**src/rtl/uart_lb_pkg.sv**
```systemverilog
package uart_lb_pkg;
  localparam int MDM_W = 4;
  localparam int MSR_W = 2 * MDM_W;

  // status line positions (msr nibble order)
  localparam int ST_CTS = 0;
  localparam int ST_DSR = 1;
  localparam int ST_RI  = 2;
  localparam int ST_DCD = 3;

  // control bit positions (decoded by the register block)
  localparam int MC_DTR  = 0;
  localparam int MC_RTS  = 1;
  localparam int MC_AUX1 = 2;
  localparam int MC_AUX2 = 3;

  typedef logic [MDM_W-1:0] mdm_t;

  // crossed feedback of control bits onto status lines in self-test
  function automatic mdm_t lb_map(input mdm_t ctl);
    mdm_t res;
    res[ST_CTS] = ctl[MC_RTS];
    res[ST_DSR] = ctl[MC_DTR];
    res[ST_RI]  = ctl[MC_AUX1];
    res[ST_DCD] = ctl[MC_AUX2];
    return res;
  endfunction
endpackage

```
**src/rtl/uart_lb_mode.sv**
```systemverilog
module uart_lb_mode (
  input  logic clk,
  input  logic rst_n,
  input  logic lb_en_i,
  output logic lb_q_o
);
  logic lb_d;
  logic lb_q;

  always_comb begin
    lb_d = lb_en_i;
  end

  always_ff @(posedge clk or negedge rst_n) begin
    if (!rst_n) lb_q <= 1'b0;
    else        lb_q <= lb_d;
  end

  assign lb_q_o = lb_q;
endmodule

```
**src/rtl/uart_lb_route.sv**
```systemverilog
module uart_lb_route
  import uart_lb_pkg::*;
#(
  parameter int CTL_W = MDM_W
) (
  input  logic             lb_i,
  input  logic [CTL_W-1:0] mctl_i,
  input  logic             ser_tx_i,
  output logic             ser_rx_o,
  input  logic             pin_rx_i,
  output logic             pin_tx_o,
  output logic [CTL_W-1:0] pin_mctl_n_o
);
  localparam logic IDLE_MARK = 1'b1;
  localparam logic CTL_OFF_N = 1'b1;

  always_comb begin
    ser_rx_o = lb_i ? ser_tx_i : pin_rx_i;
    pin_tx_o = lb_i ? IDLE_MARK : ser_tx_i;
  end

  for (genvar g = 0; g < CTL_W; g++) begin : g_ctl
    assign pin_mctl_n_o[g] = lb_i ? CTL_OFF_N : ~mctl_i[g];
  end
endmodule

```
**src/rtl/uart_lb_mstat.sv**
```systemverilog
module uart_lb_mstat
  import uart_lb_pkg::*;
(
  input  logic       clk,
  input  logic       rst_n,
  input  logic       lb_i,
  input  mdm_t       mctl_i,
  input  mdm_t       pin_mstat_n_i,
  input  logic       rd_i,
  output mdm_t       stat_o,
  output mdm_t       delta_o
);
  mdm_t stat_sel, stat_q, chg, evt, set_w, delta_d, delta_q;
  logic src_q, prime_q, arm, delta_en;

  always_comb begin
    stat_sel = lb_i ? lb_map(mctl_i) : ~pin_mstat_n_i;
    chg      = stat_sel ^ stat_q;
    evt         = chg;
    evt[ST_RI]  = stat_q[ST_RI] & ~stat_sel[ST_RI];
    arm      = prime_q && (src_q == lb_i);
    set_w    = arm ? evt : '0;
    delta_en = rd_i || (set_w != '0);
    delta_d  = (rd_i ? '0 : delta_q) | set_w;
  end

  always_ff @(posedge clk or negedge rst_n) begin
    if (!rst_n) begin
      stat_q  <= '0;
      src_q   <= 1'b0;
      prime_q <= 1'b0;
    end else begin
      stat_q  <= stat_sel;
      src_q   <= lb_i;
      prime_q <= 1'b1;
    end
  end

  always_ff @(posedge clk or negedge rst_n) begin
    if (!rst_n)        delta_q <= '0;
    else if (delta_en) delta_q <= delta_d;
  end

  assign stat_o  = stat_q;
  assign delta_o = delta_q;

  // no flag appears after reset or across a source switch
  assert_no_switch_flag_R8: assert property (@(posedge clk) disable iff (!rst_n)
    (!prime_q || (src_q != lb_i)) |=> ((delta_q & ~$past(delta_q)) == '0));

  // a read with no new change leaves all flags clear
  assert_read_clears_R9: assert property (@(posedge clk) disable iff (!rst_n)
    (rd_i && (set_w == '0)) |=> (delta_q == '0));
endmodule

```
**src/rtl/uart_loopback_mux.sv**
```systemverilog
module uart_loopback_mux
  import uart_lb_pkg::*;
(
  input  logic             clk,
  input  logic             rst_n,
  input  logic             lb_en_i,
  input  logic [MDM_W-1:0] mctl_i,
  input  logic             mdm_ie_i,
  input  logic             msr_rd_i,
  input  logic             ser_tx_i,
  output logic             ser_rx_o,
  input  logic             pin_rx_i,
  output logic             pin_tx_o,
  input  logic [MDM_W-1:0] pin_mstat_n_i,
  output logic [MDM_W-1:0] pin_mctl_n_o,
  output logic [MSR_W-1:0] msr_o,
  output logic             mdm_irq_o
);
  logic lb_q;
  mdm_t stat, delta;

  uart_lb_mode u_mode (
    .clk    (clk),
    .rst_n  (rst_n),
    .lb_en_i(lb_en_i),
    .lb_q_o (lb_q)
  );

  uart_lb_route #(.CTL_W(MDM_W)) u_route (
    .lb_i        (lb_q),
    .mctl_i      (mctl_i),
    .ser_tx_i    (ser_tx_i),
    .ser_rx_o    (ser_rx_o),
    .pin_rx_i    (pin_rx_i),
    .pin_tx_o    (pin_tx_o),
    .pin_mctl_n_o(pin_mctl_n_o)
  );

  uart_lb_mstat u_mstat (
    .clk          (clk),
    .rst_n        (rst_n),
    .lb_i         (lb_q),
    .mctl_i       (mctl_i),
    .pin_mstat_n_i(pin_mstat_n_i),
    .rd_i         (msr_rd_i),
    .stat_o       (stat),
    .delta_o      (delta)
  );

  always_comb begin
    msr_o     = {stat, delta};
    mdm_irq_o = mdm_ie_i && (delta != '0);
  end

  // in self-test the receiver sees the transmitter
  assert_tx_to_rx_R2: assert property (@(posedge clk) disable iff (!rst_n)
    ($past(rst_n) && $past(lb_en_i)) |-> (ser_rx_o == ser_tx_i));

  // pins idle while self-test is active
  assert_pins_idle_R3: assert property (@(posedge clk) disable iff (!rst_n)
    ($past(rst_n) && $past(lb_en_i)) |-> (pin_tx_o && (pin_mctl_n_o == '1)));

  // outside self-test the receive pin passes through
  assert_rx_pass_R4: assert property (@(posedge clk) disable iff (!rst_n)
    ($past(rst_n) && !$past(lb_en_i)) |-> (ser_rx_o == pin_rx_i));

  // crossed mapping seen in the status nibble
  assert_cross_map_R5: assert property (@(posedge clk) disable iff (!rst_n)
    ($past(rst_n) && $past(rst_n, 2) && $past(lb_en_i, 2)) |->
    (msr_o[MSR_W-1:MDM_W] == {$past(mctl_i[MC_AUX2]), $past(mctl_i[MC_AUX1]),
                              $past(mctl_i[MC_DTR]), $past(mctl_i[MC_RTS])}));
endmodule

```
**config.mk**
```make
export PLATFORM = sky130hd
export DESIGN_NAME = uart_loopback_mux
export DESIGN_NICKNAME = d
export VERILOG_FILES = /design/src/rtl/uart_lb_pkg.sv /design/src/rtl/uart_lb_mode.sv /design/src/rtl/uart_lb_route.sv /design/src/rtl/uart_lb_mstat.sv /design/src/rtl/uart_loopback_mux.sv
export SDC_FILE = /design/constraint.sdc
export NUM_CORES = 1
export LEC_CHECK = 0
export BUFFER_PORTS_ARGS = -buffer_cell sky130_fd_sc_hd__buf_2
export CORE_AREA = 2 2 39 41
export DETAILED_ROUTE_END_ITERATION = 10
export DIE_AREA = 0 0 41 43
export GPL_TIMING_DRIVEN = 0
export HOLD_SLACK_MARGIN = 0.02
export PLACE_DENSITY = 0.72
export SLEW_MARGIN = 20
export SYNTH_ARGS = -nofsm -noshare
export SYNTH_HDL_FRONTEND = slang
export SYNTH_SLANG_ARGS = --single-unit
```
**constraint.sdc**
```tcl
create_clock -name clk -period 2.4 [get_ports clk]
set_clock_uncertainty 0.2 [all_clocks]
set_input_delay 0.12 -clock clk [delete_from_list [all_inputs] [get_ports clk]]
set_output_delay 0.12 -clock clk [all_outputs]
set_load 0.01 [all_outputs]
```
==> out/qor_table.md <==
| Metric | Reported |
|---|---|
| Yosys reg bits | 11 |
| Routed wire length | 1100 um |
| Final critical-path share of the clock period | 0.698 |
| First-pass GRT wire length | 1610 um |
| Synthesized netlist cell count | 42 |
| Initial antenna violation count | 0 |
| Violation count after the first detailed-routing iteration | 2 |
| Worst-case vdd ir drop | 0.310 mV |
| Routed wire length per instance | 10.7 um |
| Count of different cell masters after synthesis | 14 |
| Post-Synthesis Net Count | 57 |
| Sum of overflow across all layers after global routing | 0 |
| Layout cell share with drive strength beyond 1 | 0.419 |
| Type of the most critical hold path | in -> async |
| Number of buffers added to fix hold violations after cts | 11 |
| Pin count of the biggest net entering global routing | 12 |
| Startpoint kind of the worst setup timing path | flop |
| Commonest non-fill, non-tap cell in the layout | sky130_fd_sc_hd__buf_2 |
| Design Area, Final | 818 um^2 |
| Via density per instance | 4.21 |
| Critical path, cell by cell | buf_6 -> mux2i_4 -> dlygate4sd3_1 |
| Via count of the first global-routing pass | 423 |
| Root cell of the clock tree | sky130_fd_sc_hd__clkbuf_4 |
| Cell Pwr Density | 547 nW/um^2 |
| Total number of vias | 429 |
| Synth-to-layout area growth | 58.4% |
| Commonest cells after routing, fill and taps aside | 29 x sky130_fd_sc_hd__buf_2, 11 x sky130_fd_sc_hd__dlygate4sd3_1, 11 x sky130_fd_sc_hd__dfrtp_1 |
| Slowest stage cell, crit path | sky130_fd_sc_hd__dlygate4sd3_1 |
| Vertical extent of the die | 43 um |
| Final worst path period need | 1670 ps |
| Peak clock frequency supported by timing | 597 MHz |
| Biggest cell delay along the critical path | 590 ps |
| Die Width | 41 um |
| Source-to-sink clock delay at the later pin of the worst-skew pair | 260 ps |
| Req. time, crit path | 2400 ps |
| Setup repair bufs after CTS | 0 |
| Count of boundary I/O pins | 30 |
| Final cell utilization of the core | 0.591 |
| Leakage dissipation | 0.000411 uW |
| Max-slew violation count | 0 |
| Combined global-route utilization of all metal layers | 0.140 |
| Start-to-end type of the worst setup path | reg -> reg |
| Remaining number of nets flagged by the antenna check after routing | 0 |
| Clock tree sinks | 11 |
| CTS tree | built |
| Register-to-register setup slack | 730 ps |
| Global placement routability congestion | 0.718 |
| Core area | 1380 um^2 |
| Setup TNS | 0 ps |
| Post-synthesis instance area | 517 um^2 |
| Run status | complete, no violations |
| Cell type group with the largest total delay on the critical path | buffers and inverters |
| Hold Violations, Final | 0 |
| DIE AREA | 1760 um^2 |
| Number of filler instances in the final layout | 121 |
| Resized cells post-CTS | 0 |
| Total number of nets in the final design | 102 |
| Diode insertion count for antenna repair | 0 |
| Arrival time of data at the critical path endpoint | 1670 ps |
| Max Cap Violations | 0 |
| Number of rows in the core area | 14 |
| Critical path buffers and inverters | 2 |
| Maximum fanout count along the critical path | 10 |
| Number of remaining DRC errors | 0 |
| Post-synthesis sequential area ratio | 0.533 |
| Detailed Place HPWL | 797 um |
| Synth Warn # | 0 |
| Post-placement cell area | 682 um^2 |
| Number of buffer cells added on primary ports | 29 |
| Nature of the critical path endpoint | flop |
| Register clock-pin slew on the reported worst setup and hold paths | 70 ps |
| Final setup violation count | 0 |
| Cts bufs inserted | 3 |
| Synth Area per Inst | 12.3 um^2 |
| Effective utilization at floorplan | 0.373 |
| Clock Tree Buf Depth | 2 |
| Pre-Repair DR Iteration Count | 5 |
| Unrepaired setup endpoints after global routing | no |
| H-tree depth | 1 |
[power breakdown]
part / total, uW / internal, uW / switching [uW]
Sequential: 212 / 201 / 10.8
Combinational: 113 / 61.9 / 50.8
Clock: 123 / 64.2 / 59.0
Total: 448 / 327 / 121
[worst paths after layout]
path                               start                 end  depth (start not counted)
max                        u_mode.lb_q_o   u_mstat.stat_o[0]                          3
min                                rst_n  u_mstat.delta_o[2]                          2
max reg2reg                u_mode.lb_q_o   u_mstat.stat_o[0]                          3
min reg2reg                u_mode.lb_q_o       u_mstat.src_q                          0
max in group asynchronous          rst_n  u_mstat.delta_o[1]                          2
min in group clk               mctl_i[2]  u_mstat.delta_o[2]                          4
[layer usage]
metal  vias to the layer above  part of all wire  global-route usage
li1                        223                 -                   -
met5                         -                 0                   0
met4                         0                 0               0.100
met2                        19              0.52               0.228
met1                       187              0.42               0.155
met3                         0             0.057              0.0157
[state kept, by name, indices dropped and copies added, names as in the netlist]
signal	cells
u_mode.lb_q_o	1
u_mstat.stat_o	4
u_mstat.delta_o	4
u_mstat.src_q	1
u_mstat.prime_q	1
[kinds of logic after synthesis]
family | count (synthesis) | share of synthesized area
flip-flops | 11 | 0.533
buffers and inverters | 10 | 0.0872
AND/OR/NAND/NOR | 6 | 0.0678
AO/OA/AOI/OAI | 5 | 0.0896
multiplexers | 5 | 0.148
XOR/XNOR | 4 | 0.0678
other | 1 | 0.00726
[through the flow]
step	total power [uW]	worst slack, ps	hold slack, ps	std cells
floorplan	268	1120	-376	42
global placement	309	1060	-203	87
detailed placement	314	1040	-200	87
CTS	453	716	51.6	102
global route	477	643	83.7	102
finish	448	726	64.4	102
[layout make-up]
class / count / area, um^2 / share of cell area
Sequential cell: 11 / 275 / 0.336
Timing Repair Buffer: 40 / 255 / 0.312
Multi-Input combinational cell: 21 / 196 / 0.240
Inverter: 9 / 33.8 / 0.0413
Clock buffer: 4 / 26.3 / 0.0321
Tap cell: 16 / 20.0 / 0.0245
Buffer: 1 / 11.3 / 0.0138
[synthesized netlist by cell type (all sizes together)]
cell	n	area, um^2
dfrtp	11	275
nand2b	4	25.0
nand2	1	3.75
inv	9	33.8
o32ai	1	16.3
o22ai	3	18.8
mux2	1	11.3
xnor2	4	35.0
conb	1	3.75
o41a	1	11.3
buf	1	11.3
mux2i	4	65.1
or2	1	6.26
No activity file was read; power rests on OpenSTA's default activity.
